<file path="config.mk">
export PLATFORM = sky130hd
export DESIGN_NAME = tmrf_regfront
export DESIGN_NICKNAME = d
export VERILOG_FILES = /design/src/rtl/tmrf_pkg.sv /design/src/rtl/tmrf_decode.sv /design/src/rtl/tmrf_alias_alu.sv /design/src/rtl/tmrf_busy_timer.sv /design/src/rtl/tmrf_regfront.sv
export SDC_FILE = /design/constraint.sdc
export NUM_CORES = 1
export LEC_CHECK = 0
export ABC_AREA = 1
export BUFFER_PORTS_ARGS = -buffer_cell sky130_fd_sc_hd__clkbuf_2
export CAP_MARGIN = 10
export CORE_MARGIN = 2
export CORE_UTILIZATION = 35
export CTS_CLUSTER_DIAMETER = 80
export DETAILED_ROUTE_END_ITERATION = 7
export GPL_TIMING_DRIVEN = 0
export PLACE_DENSITY = 0.65
export REMOVE_ABC_BUFFERS = 1
export SLEW_MARGIN = 5
export SYNTH_ARGS = -nofsm -noshare
export SYNTH_HDL_FRONTEND = slang
export SYNTH_SLANG_ARGS = --single-unit
export TNS_END_PERCENT = 20
</file>
<file path="constraint.sdc">
create_clock -name clk -period 2.4 [get_ports clk]
set_input_delay 0 -clock clk [delete_from_list [all_inputs] [get_ports clk]]
set_output_delay 0 -clock clk [all_outputs]
set_load 0.05 [all_outputs]
</file>
<file path="src/rtl/tmrf_pkg.sv">
// Package: shared window encoding, register identifiers and busy-slot
// indices for the timer register front end.
package tmrf_pkg;

    // Window selected by the top two address bits.
    typedef enum logic [1:0] {
        WIN_BASE = 2'd0,
        WIN_SET  = 2'd1,
        WIN_CLR  = 2'd2,
        WIN_TGL  = 2'd3
    } win_e;

    // Register identifiers (positions in the select vector).
    localparam int ID_VERSION = 0;
    localparam int ID_ENABLE  = 1;
    localparam int ID_SWRST   = 2;
    localparam int ID_LOCK    = 3;
    localparam int ID_STATUS  = 4;
    localparam int ID_CONFIG  = 5;
    localparam int ID_COMMAND = 6;
    localparam int ID_COUNT   = 7;
    localparam int ID_TOPBUSY = 8;
    localparam int ID_FLAGS   = 9;
    localparam int ID_FLAGEN  = 10;
    localparam int ID_GCTRL   = 11;
    localparam int ID_CMPA    = 12;
    localparam int ID_CMPB    = 13;
    localparam int ID_CAPTURE = 14;
    localparam int ID_GRPBUSY = 15;
    localparam int NREG       = 16;

    // Busy-timer slots.
    localparam int BZ_DISABLING = 0;
    localparam int BZ_RESETTING = 1;
    localparam int BZ_START     = 2;
    localparam int BZ_STOP      = 3;
    localparam int BZ_CNTWR     = 4;
    localparam int BZ_GCTRL     = 5;
    localparam int BZ_CMPA      = 6;
    localparam int BZ_CMPB      = 7;
    localparam int NBUSY        = 8;

    // Word index (byte offset / 4) of each register identifier.
    function automatic int word_of(input int id);
        case (id)
            ID_VERSION: return 0;
            ID_ENABLE:  return 1;
            ID_SWRST:   return 2;
            ID_LOCK:    return 3;
            ID_STATUS:  return 4;
            ID_CONFIG:  return 5;
            ID_COMMAND: return 6;
            ID_COUNT:   return 7;
            ID_TOPBUSY: return 8;
            ID_FLAGS:   return 16;
            ID_FLAGEN:  return 17;
            ID_GCTRL:   return 18;
            ID_CMPA:    return 19;
            ID_CMPB:    return 20;
            ID_CAPTURE: return 21;
            ID_GRPBUSY: return 22;
            default:    return 1023;
        endcase
    endfunction

endpackage

</file>
<file path="src/rtl/tmrf_decode.sv">
// Address decoder: splits a byte address into the alias window and a
// one-hot register select. Assumes the window lives in the top two
// address bits and that misaligned addresses select nothing.
module tmrf_decode
    import tmrf_pkg::*;
#(
    parameter int ADDR_W = 14
) (
    input  logic [ADDR_W-1:0] addr,
    output win_e              win,
    output logic [NREG-1:0]   sel
);
    localparam int WBITS = ADDR_W - 4;

    logic [WBITS-1:0] word;
    logic             aligned;

    // Window and word fields.
    assign win     = win_e'(addr[ADDR_W-1 -: 2]);
    assign word    = addr[ADDR_W-3:2];
    assign aligned = (addr[1:0] == 2'b00);

    // One comparator per register identifier.
    for (genvar k = 0; k < NREG; k++) begin : g_sel
        assign sel[k] = aligned && (word == WBITS'(word_of(k)));
    end

endmodule

</file>
<file path="src/rtl/tmrf_alias_alu.sv">
// Alias arithmetic: combines the current read-back value of a register
// with the write data according to the window. Purely combinational.
module tmrf_alias_alu
    import tmrf_pkg::*;
#(
    parameter int DW = 32
) (
    input  win_e          op,
    input  logic [DW-1:0] old_val,
    input  logic [DW-1:0] din,
    output logic [DW-1:0] res
);
    // Select the write result for the window.
    always_comb begin
        case (op)
            WIN_SET: res = old_val | din;
            WIN_CLR: res = old_val & ~din;
            WIN_TGL: res = old_val ^ din;
            default: res = din;
        endcase
    end

endmodule

</file>
<file path="src/rtl/tmrf_busy_timer.sv">
// Busy hold timer: raises busy_o for HOLD cycles after trig_i; clr_i
// cancels a running hold, trig_i wins over clr_i. Assumes HOLD >= 1.
module tmrf_busy_timer #(
    parameter int HOLD = 4
) (
    input  logic clk,
    input  logic rst_n,
    input  logic clr_i,
    input  logic trig_i,
    output logic busy_o
);
    localparam int CW = $clog2(HOLD + 1);

    logic [CW-1:0] cnt_q;

    // Load, cancel or count down the hold counter.
    always_ff @(posedge clk) begin
        if (!rst_n) begin
            cnt_q <= '0;
        end else if (trig_i) begin
            cnt_q <= CW'(HOLD);
        end else if (clr_i) begin
            cnt_q <= '0;
        end else if (cnt_q != '0) begin
            cnt_q <= cnt_q - CW'(1);
        end
    end

    assign busy_o = (cnt_q != '0);

    // A busy flag only rises right after a trigger.
    assert_busy_cause_R9: assert property (@(posedge clk) disable iff (!rst_n)
        $rose(busy_o) |-> $past(trig_i));

    // A hold that is neither retriggered nor cancelled keeps going while count > 1.
    assert_busy_hold_R9: assert property (@(posedge clk) disable iff (!rst_n)
        (cnt_q > CW'(1) && !trig_i && !clr_i) |=> busy_o);

endmodule

</file>
<file path="src/rtl/tmrf_regfront.sv">
// Timer register front end: address decode with set/clear/toggle alias
// windows, key-guarded configuration, enable and soft-reset sequencing,
// and per-register busy flags. Assumes one access per cycle with
// combinational read data; the counter datapath is external.
module tmrf_regfront
    import tmrf_pkg::*;
#(
    parameter int          ADDR_W     = 14,
    parameter int          DW         = 32,
    parameter int          CFG_W      = 1,
    parameter int          CTRL_W     = 11,
    parameter int          FLAG_W     = 4,
    parameter int          KEY_W      = 16,
    parameter int          BUSY_CYC   = 4,
    parameter int          VERSION    = 1,
    parameter logic [15:0] UNLOCK_KEY = 16'h4776
) (
    input  logic              clk,
    input  logic              rst_n,
    input  logic              bus_wr,
    input  logic [ADDR_W-1:0] bus_addr,
    input  logic [DW-1:0]     bus_wdata,
    output logic [DW-1:0]     bus_rdata,
    input  logic [DW-1:0]     cnt_value_i,
    input  logic [DW-1:0]     cap_value_i,
    input  logic              running_i,
    input  logic [FLAG_W-1:0] evt_i,
    output logic              mod_en_o,
    output logic [CFG_W-1:0]  config_o,
    output logic [CTRL_W-1:0] grp_ctrl_o,
    output logic [DW-1:0]     cmpa_o,
    output logic [DW-1:0]     cmpb_o,
    output logic              start_pulse_o,
    output logic              stop_pulse_o,
    output logic              cnt_load_o,
    output logic [DW-1:0]     cnt_load_data_o,
    output logic              irq_o
);
    localparam logic [KEY_W-1:0] KEY = KEY_W'(UNLOCK_KEY);

    win_e              win;
    logic [NREG-1:0]   sel;
    logic [NREG-1:0]   wsel;
    logic [DW-1:0]     rd_val;
    logic [DW-1:0]     wr_val;
    logic [NBUSY-1:0]  trig;
    logic [NBUSY-1:0]  busy;
    logic              prot_ok;
    logic              swrst_fire;

    logic              en_q;
    logic              locked_q;
    logic [CFG_W-1:0]  cfg_q;
    logic [CTRL_W-1:0] gctrl_q;
    logic [DW-1:0]     cmpa_q;
    logic [DW-1:0]     cmpb_q;
    logic [FLAG_W-1:0] flags_q;
    logic [FLAG_W-1:0] flagen_q;
    logic              start_q;
    logic              stop_q;
    logic              load_q;
    logic [DW-1:0]     load_data_q;

    tmrf_decode #(.ADDR_W(ADDR_W)) u_decode (
        .addr (bus_addr),
        .win  (win),
        .sel  (sel)
    );

    // Read-back mux; also the "old" operand of the alias arithmetic.
    always_comb begin
        rd_val = '0;
        if (sel[ID_VERSION]) rd_val = DW'(VERSION);
        if (sel[ID_ENABLE])  rd_val = DW'({busy[BZ_DISABLING], en_q});
        if (sel[ID_SWRST])   rd_val = DW'({busy[BZ_RESETTING], 1'b0});
        if (sel[ID_STATUS])  rd_val = DW'({locked_q, running_i});
        if (sel[ID_CONFIG])  rd_val = DW'(cfg_q);
        if (sel[ID_COUNT])   rd_val = cnt_value_i;
        if (sel[ID_TOPBUSY]) rd_val = DW'({busy[BZ_CNTWR], busy[BZ_STOP], busy[BZ_START]});
        if (sel[ID_FLAGS])   rd_val = DW'(flags_q);
        if (sel[ID_FLAGEN])  rd_val = DW'(flagen_q);
        if (sel[ID_GCTRL])   rd_val = DW'(gctrl_q);
        if (sel[ID_CMPA])    rd_val = cmpa_q;
        if (sel[ID_CMPB])    rd_val = cmpb_q;
        if (sel[ID_CAPTURE]) rd_val = cap_value_i;
        if (sel[ID_GRPBUSY]) rd_val = DW'({busy[BZ_CMPB], busy[BZ_CMPA], busy[BZ_GCTRL]});
    end

    assign bus_rdata = rd_val;

    tmrf_alias_alu #(.DW(DW)) u_alu (
        .op      (win),
        .old_val (rd_val),
        .din     (bus_wdata),
        .res     (wr_val)
    );

    // Write qualification.
    assign wsel       = bus_wr ? sel : '0;
    assign prot_ok    = !locked_q;
    assign swrst_fire = wsel[ID_SWRST] && wr_val[0];

    // Busy trigger sources, one per slot.
    always_comb begin
        trig               = '0;
        trig[BZ_DISABLING] = wsel[ID_ENABLE] && en_q && !wr_val[0];
        trig[BZ_RESETTING] = swrst_fire;
        trig[BZ_START]     = wsel[ID_COMMAND] && wr_val[0];
        trig[BZ_STOP]      = wsel[ID_COMMAND] && wr_val[1];
        trig[BZ_CNTWR]     = wsel[ID_COUNT] && prot_ok;
        trig[BZ_GCTRL]     = wsel[ID_GCTRL] && prot_ok;
        trig[BZ_CMPA]      = wsel[ID_CMPA] && prot_ok;
        trig[BZ_CMPB]      = wsel[ID_CMPB] && prot_ok;
    end

    // One hold timer per busy slot; soft reset cancels all but its own.
    for (genvar k = 0; k < NBUSY; k++) begin : g_busy
        logic clr_k;
        if (k == BZ_RESETTING) begin : g_self
            assign clr_k = 1'b0;
        end else begin : g_other
            assign clr_k = swrst_fire;
        end
        tmrf_busy_timer #(.HOLD(BUSY_CYC)) u_timer (
            .clk    (clk),
            .rst_n  (rst_n),
            .clr_i  (clr_k),
            .trig_i (trig[k]),
            .busy_o (busy[k])
        );
    end

    // Module enable bit.
    always_ff @(posedge clk) begin
        if (!rst_n || swrst_fire) en_q <= 1'b0;
        else if (wsel[ID_ENABLE]) en_q <= wr_val[0];
    end

    // Lock state: survives soft reset, follows the last key written.
    always_ff @(posedge clk) begin
        if (!rst_n) locked_q <= 1'b0;
        else if (wsel[ID_LOCK]) locked_q <= (wr_val[KEY_W-1:0] != KEY);
    end

    // Protected configuration bit.
    always_ff @(posedge clk) begin
        if (!rst_n || swrst_fire) cfg_q <= '0;
        else if (wsel[ID_CONFIG] && prot_ok) cfg_q <= wr_val[CFG_W-1:0];
    end

    // Protected group control field.
    always_ff @(posedge clk) begin
        if (!rst_n || swrst_fire) gctrl_q <= '0;
        else if (trig[BZ_GCTRL]) gctrl_q <= wr_val[CTRL_W-1:0];
    end

    // Protected compare A value.
    always_ff @(posedge clk) begin
        if (!rst_n || swrst_fire) cmpa_q <= '0;
        else if (trig[BZ_CMPA]) cmpa_q <= wr_val;
    end

    // Protected compare B value.
    always_ff @(posedge clk) begin
        if (!rst_n || swrst_fire) cmpb_q <= '0;
        else if (trig[BZ_CMPB]) cmpb_q <= wr_val;
    end

    // Interrupt flags: software write, then hardware events OR in.
    always_ff @(posedge clk) begin
        if (!rst_n || swrst_fire) flags_q <= '0;
        else flags_q <= (wsel[ID_FLAGS] ? wr_val[FLAG_W-1:0] : flags_q) | evt_i;
    end

    // Interrupt enables.
    always_ff @(posedge clk) begin
        if (!rst_n || swrst_fire) flagen_q <= '0;
        else if (wsel[ID_FLAGEN]) flagen_q <= wr_val[FLAG_W-1:0];
    end

    // One-cycle command and counter-load pulses.
    always_ff @(posedge clk) begin
        if (!rst_n) begin
            start_q     <= 1'b0;
            stop_q      <= 1'b0;
            load_q      <= 1'b0;
            load_data_q <= '0;
        end else begin
            start_q <= trig[BZ_START];
            stop_q  <= trig[BZ_STOP];
            load_q  <= trig[BZ_CNTWR];
            if (trig[BZ_CNTWR]) load_data_q <= wr_val;
        end
    end

    assign mod_en_o        = en_q;
    assign config_o        = cfg_q;
    assign grp_ctrl_o      = gctrl_q;
    assign cmpa_o          = cmpa_q;
    assign cmpb_o          = cmpb_q;
    assign start_pulse_o   = start_q;
    assign stop_pulse_o    = stop_q;
    assign cnt_load_o      = load_q;
    assign cnt_load_data_o = load_data_q;
    assign irq_o           = |(flags_q & flagen_q);

    // The correct key written in the base window unlocks.
    assert_unlock_R4: assert property (@(posedge clk) disable iff (!rst_n)
        (bus_wr && sel[ID_LOCK] && win == WIN_BASE && bus_wdata[KEY_W-1:0] == KEY)
        |=> !locked_q);

    // Locked compare writes leave the output alone.
    assert_locked_drop_R5: assert property (@(posedge clk) disable iff (!rst_n)
        (bus_wr && sel[ID_CMPA] && locked_q) |=> $stable(cmpa_o));

    // Soft reset does not disturb the lock.
    assert_swrst_keeps_lock_R7: assert property (@(posedge clk) disable iff (!rst_n)
        swrst_fire |=> $stable(locked_q));

    // A start pulse is always accompanied by its busy flag.
    assert_start_busy_R8: assert property (@(posedge clk) disable iff (!rst_n)
        start_pulse_o |-> busy[BZ_START]);

    // Events without a write always land in the flags.
    assert_evt_sets_R10: assert property (@(posedge clk) disable iff (!rst_n)
        (!bus_wr && evt_i != '0) |=> ((flags_q & $past(evt_i)) == $past(evt_i)));

endmodule

</file>
# --- After elaboration in Yosys (flattened, before gate mapping) ---
# Index checks and enable logic that the tools add are counted.
word_totals:
  register_bits: 145
  latch_bits: 0
  ramBits: 0
  romBits: 0
  in_bits: 118
  out_inout_bits: 145
  mem_count: 0
op_classes:
  n_addsub: 8
  n_mul: 0
  div: 0
  n_lt_le_gt_ge: 0
  eq_ne: 19
  shifts: 0
  muxes: 40
  n_bitwise: 7
  reduce_logical: 57
op_table:
  columns: ["operator", "n"]
  rows:
  - ["32-bit two-way mux", 13]
  - ["32-bit case mux with 3 select lines", 1]
  - ["10-bit by 5-bit equality test with 1-bit output (second input constant)", 7]
  - ["3-bit two-way mux", 23]
  - ["3-bit nonzero test", 15]
  - ["10-bit by 3-bit equality test with 1-bit output (second input constant)", 4]
  - ["32-bit AND", 1]
  - ["32-bit inverter", 1]
  - ["32-bit bitwise OR", 1]
  - ["32-bit bitwise XOR", 1]
  - ["1-bit logical AND", 26]
  - ["3-bit by 1-bit subtractor with 3-bit output (second input constant)", 8]
  - ["3-bit OR reduction", 7]
  - ["10-bit by 2-bit equality test with 1-bit output (second input constant)", 2]
  - ["16-bit by 15-bit != test with 1-bit output (second input constant)", 1]
  - ["14-bit two-way mux", 1]
  - ["10-bit by 1-bit equality test with 1-bit output (second input constant)", 1]
  - ["10-bit by 4-bit equality test with 1-bit output (second input constant)", 1]
  - ["10-bit logical NOT", 1]
  - ["4-bit AND", 1]
  - ["2-bit equality test (second input constant)", 2]
  - ["4-bit two-way mux", 1]
  - ["4-bit bitwise OR", 1]
  - ["4-bit OR reduction", 1]
  - ["8 further kinds", 10]

# --- Logic depth before layout (Yosys ltp) ---
logic_depth:
  ltp_word: 21
  ltp_mapped: 24

# --- Modules after synthesis ---
# Synthesis repeated with hierarchy kept, for this count alone.
unflattened:
  cells_unflattened: 1442
  hier_area_um2: 9681.8
by_module_without_submodules:
  columns: ["module", "instances", "cells_each", "area_per_inst_um2", "seq_area_each_um2"]
  rows:
  - ["tmrf_regfront", 1, 840, 5853.1, 2422.3]
  - ["tmrf_alias_alu", 1, 343, 2094.5, 0.0]
  - ["tmrf_busy_timer", 8, 26, 187.7, 60.1]
  - ["tmrf_decode", 1, 51, 232.7, 0.0]

# --- Worst setup path after synthesis ---
# OpenSTA, ideal clock, no wires.
synth_timing:
  path_type: "reg-to-reg"
  startpoint: "register g_busy[1].u_timer.cnt_q[0]"
  endpoint: "register locked_q"
  setup_time_ns: 0.109
  arrival_time_ns: 3.141
  required_time_ns: 2.291
  slack_ns: -0.850
  path_stages_with_launch: 23
  period_less_slack_ns: 3.250
  cell_sequence: "dfxtp_1 -> inv_1 -> ha_1 -> ha_1 -> inv_1 -> nand3_1 -> nand3_1 -> nand2_1 -> nand4_1 -> nor2_1 -> nand4_1 -> nor2_1 -> nor2_1 -> ha_1 -> or2_0 -> o211ai_1 -> a21oi_1 -> inv_1 -> nand4_1 -> nor3_1 -> nand3_1 -> nand2_1 -> inv_1"
synth_via:
  elab_chain_len: 16
synth_rtl:
  columns: ["element", "line_no", "source"]
  rows:
  - ["start: declaration", "tmrf_busy_timer.sv:14", "logic [CW-1:0] cnt_q;"]
  - ["start signal: assignment", "tmrf_busy_timer.sv:21", "cnt_q <= CW'(HOLD);"]
  - ["start signal: assignment", "tmrf_busy_timer.sv:25", "cnt_q <= cnt_q - CW'(1);"]
  - ["3-bit nonzero test *", "tmrf_busy_timer.sv:29", "assign busy_o = (cnt_q != '0);"]
  - ["32-bit two-way mux *", "tmrf_regfront.sv:75", "if (sel[ID_SWRST]) rd_val = DW'({busy[BZ_RESETTING], 1'b0});"]
  - ["32-bit two-way mux *", "tmrf_regfront.sv:76", "if (sel[ID_STATUS]) rd_val = DW'({locked_q, running_i});"]
  - ["32-bit two-way mux *", "tmrf_regfront.sv:77", "if (sel[ID_CONFIG]) rd_val = DW'(cfg_q);"]
  - ["32-bit two-way mux *", "tmrf_regfront.sv:78", "if (sel[ID_COUNT]) rd_val = cnt_value_i;"]
  - ["32-bit two-way mux *", "tmrf_regfront.sv:79", "if (sel[ID_TOPBUSY]) rd_val = DW'({busy[BZ_CNTWR], busy[BZ_STOP], busy[BZ_START]});"]
  - ["32-bit two-way mux *", "tmrf_regfront.sv:80", "if (sel[ID_FLAGS]) rd_val = DW'(flags_q);"]
  - ["32-bit two-way mux *", "tmrf_regfront.sv:81", "if (sel[ID_FLAGEN]) rd_val = DW'(flagen_q);"]
  - ["32-bit two-way mux *", "tmrf_regfront.sv:82", "if (sel[ID_GCTRL]) rd_val = DW'(gctrl_q);"]
  - ["32-bit two-way mux *", "tmrf_regfront.sv:83", "if (sel[ID_CMPA]) rd_val = cmpa_q;"]
  - ["32-bit two-way mux *", "tmrf_regfront.sv:84", "if (sel[ID_CMPB]) rd_val = cmpb_q;"]
  - ["32-bit two-way mux *", "tmrf_regfront.sv:85", "if (sel[ID_CAPTURE]) rd_val = cap_value_i;"]
  - ["32-bit two-way mux *", "tmrf_regfront.sv:86", "if (sel[ID_GRPBUSY]) rd_val = DW'({busy[BZ_CMPB], busy[BZ_CMPA], busy[BZ_GCTRL]});"]
  - ["named net bus_rdata[1]", "tmrf_regfront.sv:23", "output logic [DW-1:0] bus_rdata,"]
  - ["32-bit bitwise XOR (tied with other cells)", "tmrf_alias_alu.sv:18", "WIN_TGL: res = old_val ^ din;"]
  - ["32-bit case mux with 3 select lines *", "tmrf_alias_alu.sv:15", "case (op)"]
  - ["16-bit by 15-bit != test with 1-bit output *", "tmrf_regfront.sv:142", "else if (wsel[ID_LOCK]) locked_q <= (wr_val[KEY_W-1:0] != KEY);"]
  - ["end signal: assignment", "tmrf_regfront.sv:142", null]
  - ["end: declaration", "tmrf_regfront.sv:52", "logic locked_q;"]
# The timed path passes the listed nets; every way through them passes the cells marked *.
# A chain may end at the register's enable or synchronous reset.

# --- Final worst setup path ---
layout_timing:
  startpoint: "register g_busy[1].u_timer.cnt_q[0]"
  endpoint: "register locked_q"
layout_via:
  elab_chain_len: 16
layout_rtl:
  columns: ["element", "line_no"]
  rows:
  - ["3-bit nonzero test *", "tmrf_busy_timer.sv:29"]
  - ["32-bit two-way mux *", "tmrf_regfront.sv:75"]
  - ["32-bit two-way mux *", "tmrf_regfront.sv:76"]
  - ["32-bit two-way mux *", "tmrf_regfront.sv:77"]
  - ["32-bit two-way mux *", "tmrf_regfront.sv:78"]
  - ["32-bit two-way mux *", "tmrf_regfront.sv:79"]
  - ["32-bit two-way mux *", "tmrf_regfront.sv:80"]
  - ["32-bit two-way mux *", "tmrf_regfront.sv:81"]
  - ["32-bit two-way mux *", "tmrf_regfront.sv:82"]
  - ["32-bit two-way mux *", "tmrf_regfront.sv:83"]
  - ["32-bit two-way mux *", "tmrf_regfront.sv:84"]
  - ["32-bit two-way mux *", "tmrf_regfront.sv:85"]
  - ["32-bit two-way mux *", "tmrf_regfront.sv:86"]
  - ["32-bit bitwise XOR (tied with other cells)", "tmrf_alias_alu.sv:18"]
  - ["32-bit case mux with 3 select lines *", "tmrf_alias_alu.sv:15"]
  - ["16-bit by 15-bit != test with 1-bit output *", "tmrf_regfront.sv:142"]
# Mark *: on every way between the ends. The rest lies on a longest branch, timed or not.

==> run metrics <==
P_leak 6.61 nW; Relative slew margins 18.5%; CP peak stage delay 0.33 ns; failing checks negative setup slack; global route overflow 0; Die ar. 28100 sq um; clock slew at reported path FFs 0.07 ns; EDFF count, synth 0; arrival time worst endpoint 3.38 ns; total global-route track usage 26.6%; Die H 168 microns; Pwr Density 569 nW/um^2; Max H-tree Level 4; crit path cell chain inv_2, ha_4, ha_4, inv_2, nand3_2, nand3_2, nand2_2, nand4_1, nor2_2, nand4_1, nor2_1, nor2_2, ha_1, or2_1, o211ai_1, a21oi_4, inv_1, nand4_1, nor3_2, nand3_1, nand2_1, inv_1; Via density 5.22; Syn Std Cell Area 9370 sq um; # rows 59; initial antenna violation count 0; share of layout cells above drive strength 1 36.0%; VDD IR max 0.367 mV; WL final 38900 microns; final setup vio count 124; Worst R2R Path Depth 22; pre-CTS setup slack -2.69 ns; distinct cell type count after synthesis 53; Num Clock Sinks 145; remaining routing DRC violations 0; CTS tree built; Cell Area, Placed 10800 sq um; hold path cells 3; worst-path maximum fanout 2; Main synth FF type dfxtp_1; Ys Warns 0; Initial Utilization 35.8%; critical path's slowest cell dfxtp_2; RSZ-0062 raised after global routing true; Routability Congestion 0.886; IO Pins 263; hold wc startpoint bus_wdata[4]; Synth Instances 1328; CP Class reg -> reg; final hold viol count 0; Crit. Startpoint g_busy[1].u_timer.cnt_q[0]; R2R Path End locked_q; part of the Yosys area used for sequential elements 31.0%; worst endpoint required time 2.72 ns; reg2reg setup slack -0.66 ns; FILL cells 2537; most used cell, CP nand4_1; Area Overhead vs Synth 39.3%; Core Area 26200 sq um; Worst Hold Endpoint cnt_load_data_o[4]; #FFs+latches synth 145; Syn Area/Cell 7.06 sq um; via count of the first global-routing pass 9831; vias post-DR 10400; RR Startpoint g_busy[1].u_timer.cnt_q[0]; Max Cap Violations 0; HP Class in -> reg; Worst Path Buf+Inv 4; fin crit share 128%; total power after layout 7.43 mW; post-route ant nets 0; crit end category flop; minimum clock period 3.06 ns; clock buffer depth 2; Port-buffer cells 262; Chip Width 168 microns; post-detail-place hpwl 23700 microns; design area 13100 sq um; Slew Limit Fails 0; clk_skew 0.0165 ns; diode count 0; Top Family by Delay on Critical Path simple AND/OR/NAND/NOR gates; fin nets 1836; CP Launch Type flop; Synth async-reset ratio 0%; wire per inst 19.6 microns; outcome finished, violations left; Min Hold Slack 0.0197 ns; Worst-Skew Late Latency 0.43 ns; Worst Slack Setup Final -0.660 ns; pin count of the biggest net entering global routing 65; 1st-pass router iterations 5; Num CTS Buffers 17; Root Driver clkbuf_16; first-pass GRT wire length 56700 microns; initial DRC count 689; Worst-Margin Slew 1.22 ns; Peak Freq 0.327 GHz
-- worst max-delay path by stage --
stage,end,cells after the start
final,locked_q,22
after global routing,locked_q,22
after CTS,locked_q,22
after detailed placement,g_busy[2].u_timer.cnt_q[0],21
after global placement,g_busy[2].u_timer.cnt_q[0],20
after floorplan,g_busy[2].u_timer.cnt_q[2],18
-- cells by family after synthesis --
| kind of cell | share of synthesized area (%) |
|---|---|
| buffers and inverters | 15.0 |
| adders and majority gates | 10.8 |
| xor gates and xnor gates | 1.12 |
| and+or+nand+nor | 19.3 |
| AOI/OAI and AO/OA | 22.9 |
| DFF | 31.0 |
-- state kept, by name, summed over array words and instances (netlist names) --
register              flops
mod_en_o                  1
cnt_load_o                1
locked_q                  1
start_pulse_o             1
config_o                  1
g_busy.u_timer.cnt_q     24
flags_q                   4
cmpb_o                   32
grp_ctrl_o               11
cmpa_o                   32
cnt_load_data_o          32
flagen_q                  4
stop_pulse_o              1
-- report_power, final --
part	internal [mW]	switching (mW)	leakage, nW
Clock	1.47	1.25	0.267
Sequential	2.59	0.106	1.18
Combinational	0.910	1.12	5.17
Total	4.97	2.47	6.61
-- cell usage after synthesis (4+ instances only) --
| library cell | count | area share (%) |
|---|---|---|
| a211oi_1 | 10 | 0.80 |
| a22o_1 | 10 | 0.93 |
| o211ai_1 | 32 | 2.6 |
| or2_2 | 4 | 0.27 |
| o21a_1 | 19 | 1.5 |
| nand4_1 | 9 | 0.60 |
| nor3b_1 | 4 | 0.32 |
| dfxtp_1 | 145 | 31 |
| xor2_1 | 9 | 0.84 |
| inv_2 | 34 | 1.4 |
| nand2_1 | 251 | 10 |
| clkbuf_1 | 17 | 0.68 |
| nor2_2 | 5 | 0.33 |
| nor3_1 | 15 | 0.80 |
| clkinv_1 | 4 | 0.16 |
| or3_1 | 7 | 0.47 |
| o21ai_0 | 88 | 4.7 |
| o2111ai_1 | 9 | 0.84 |
| ha_1 | 81 | 11 |
| o21ai_2 | 15 | 1.4 |
| nand3_1 | 33 | 1.8 |
| inv_1 | 226 | 9.0 |
| o21ai_1 | 34 | 1.8 |
| a21oi_2 | 19 | 1.8 |
| buf_2 | 23 | 1.2 |
| buf_6 | 14 | 1.7 |
| a21oi_1 | 81 | 4.3 |
| nand2_2 | 6 | 0.40 |
| buf_4 | 9 | 0.72 |
| nor2_1 | 76 | 3.0 |
-- tightest hold or removal path, delay by kind of cell --
family	cells	cell delay, ns
compound gates	2	0.30
buf+inv	1	0.11
-- timing repair --
item / CTS / global route
cloned: 10 / 2
pin swaps: 39 / 29
gates resized for setup: 167 / 87
setup endpoints to repair: 169 / 144
endpoints found under the hold margin: 15 / 0
hold buffers: 13 / 0
buffers inserted: 41 / 26
-- final cells by class --
type	count	area (sq um)	area share [%]
clock buffer	18	429	3.29
tap	335	419	3.21
clock inverter	14	148	1.13
timing repair buffer	350	2400	18.4
timing repair inverter	2	23.8	0.182
sequential	145	2910	22.3
inverter	265	1070	8.21
multi-input combinational	856	5650	43.3
-- layer usage --
metal | vias to the layer above | track usage (%) | wire length (microns) | share of wire (%)
met5 | - | 0 | 0 | 0
met4 | 0 | 11.6 | 1520 | 3.9
met3 | 77 | 6.45 | 3360 | 8.6
met2 | 500 | 44.5 | 18100 | 46
met1 | 4868 | 32.7 | 16000 | 41
li1 | 4919 | - | - | -
-- cell usage in the layout, fill, tap and decap left out, types with 27 or more instances in the layout --
cell type	netlist	routed
clkbuf_2	0	260
nand2_1	251	217
inv_1	226	197
dfxtp_1	145	139
ha_1	81	74
a21oi_1	81	69
o21ai_0	88	66
nor2_1	76	65
inv_2	34	55
o21ai_1	34	45
buf_4	9	40
o211ai_1	32	32
a21oi_2	19	30
nand3_1	33	29
nand2_2	6	27
-- stage by stage --
step           instances  utilization [%]  setup TNS [ns]
2_1_floorplan       1264                -         -167.89
3_3_place_gp        1861             40.8         -436.54
3_5_place_dp        1866             41.3         -297.08
4_1_cts             1962             48.0          -22.44
5_1_grt             1985             49.8          -61.95
6_report            1985             49.8          -44.93
(Power assumes the default switching activity.)
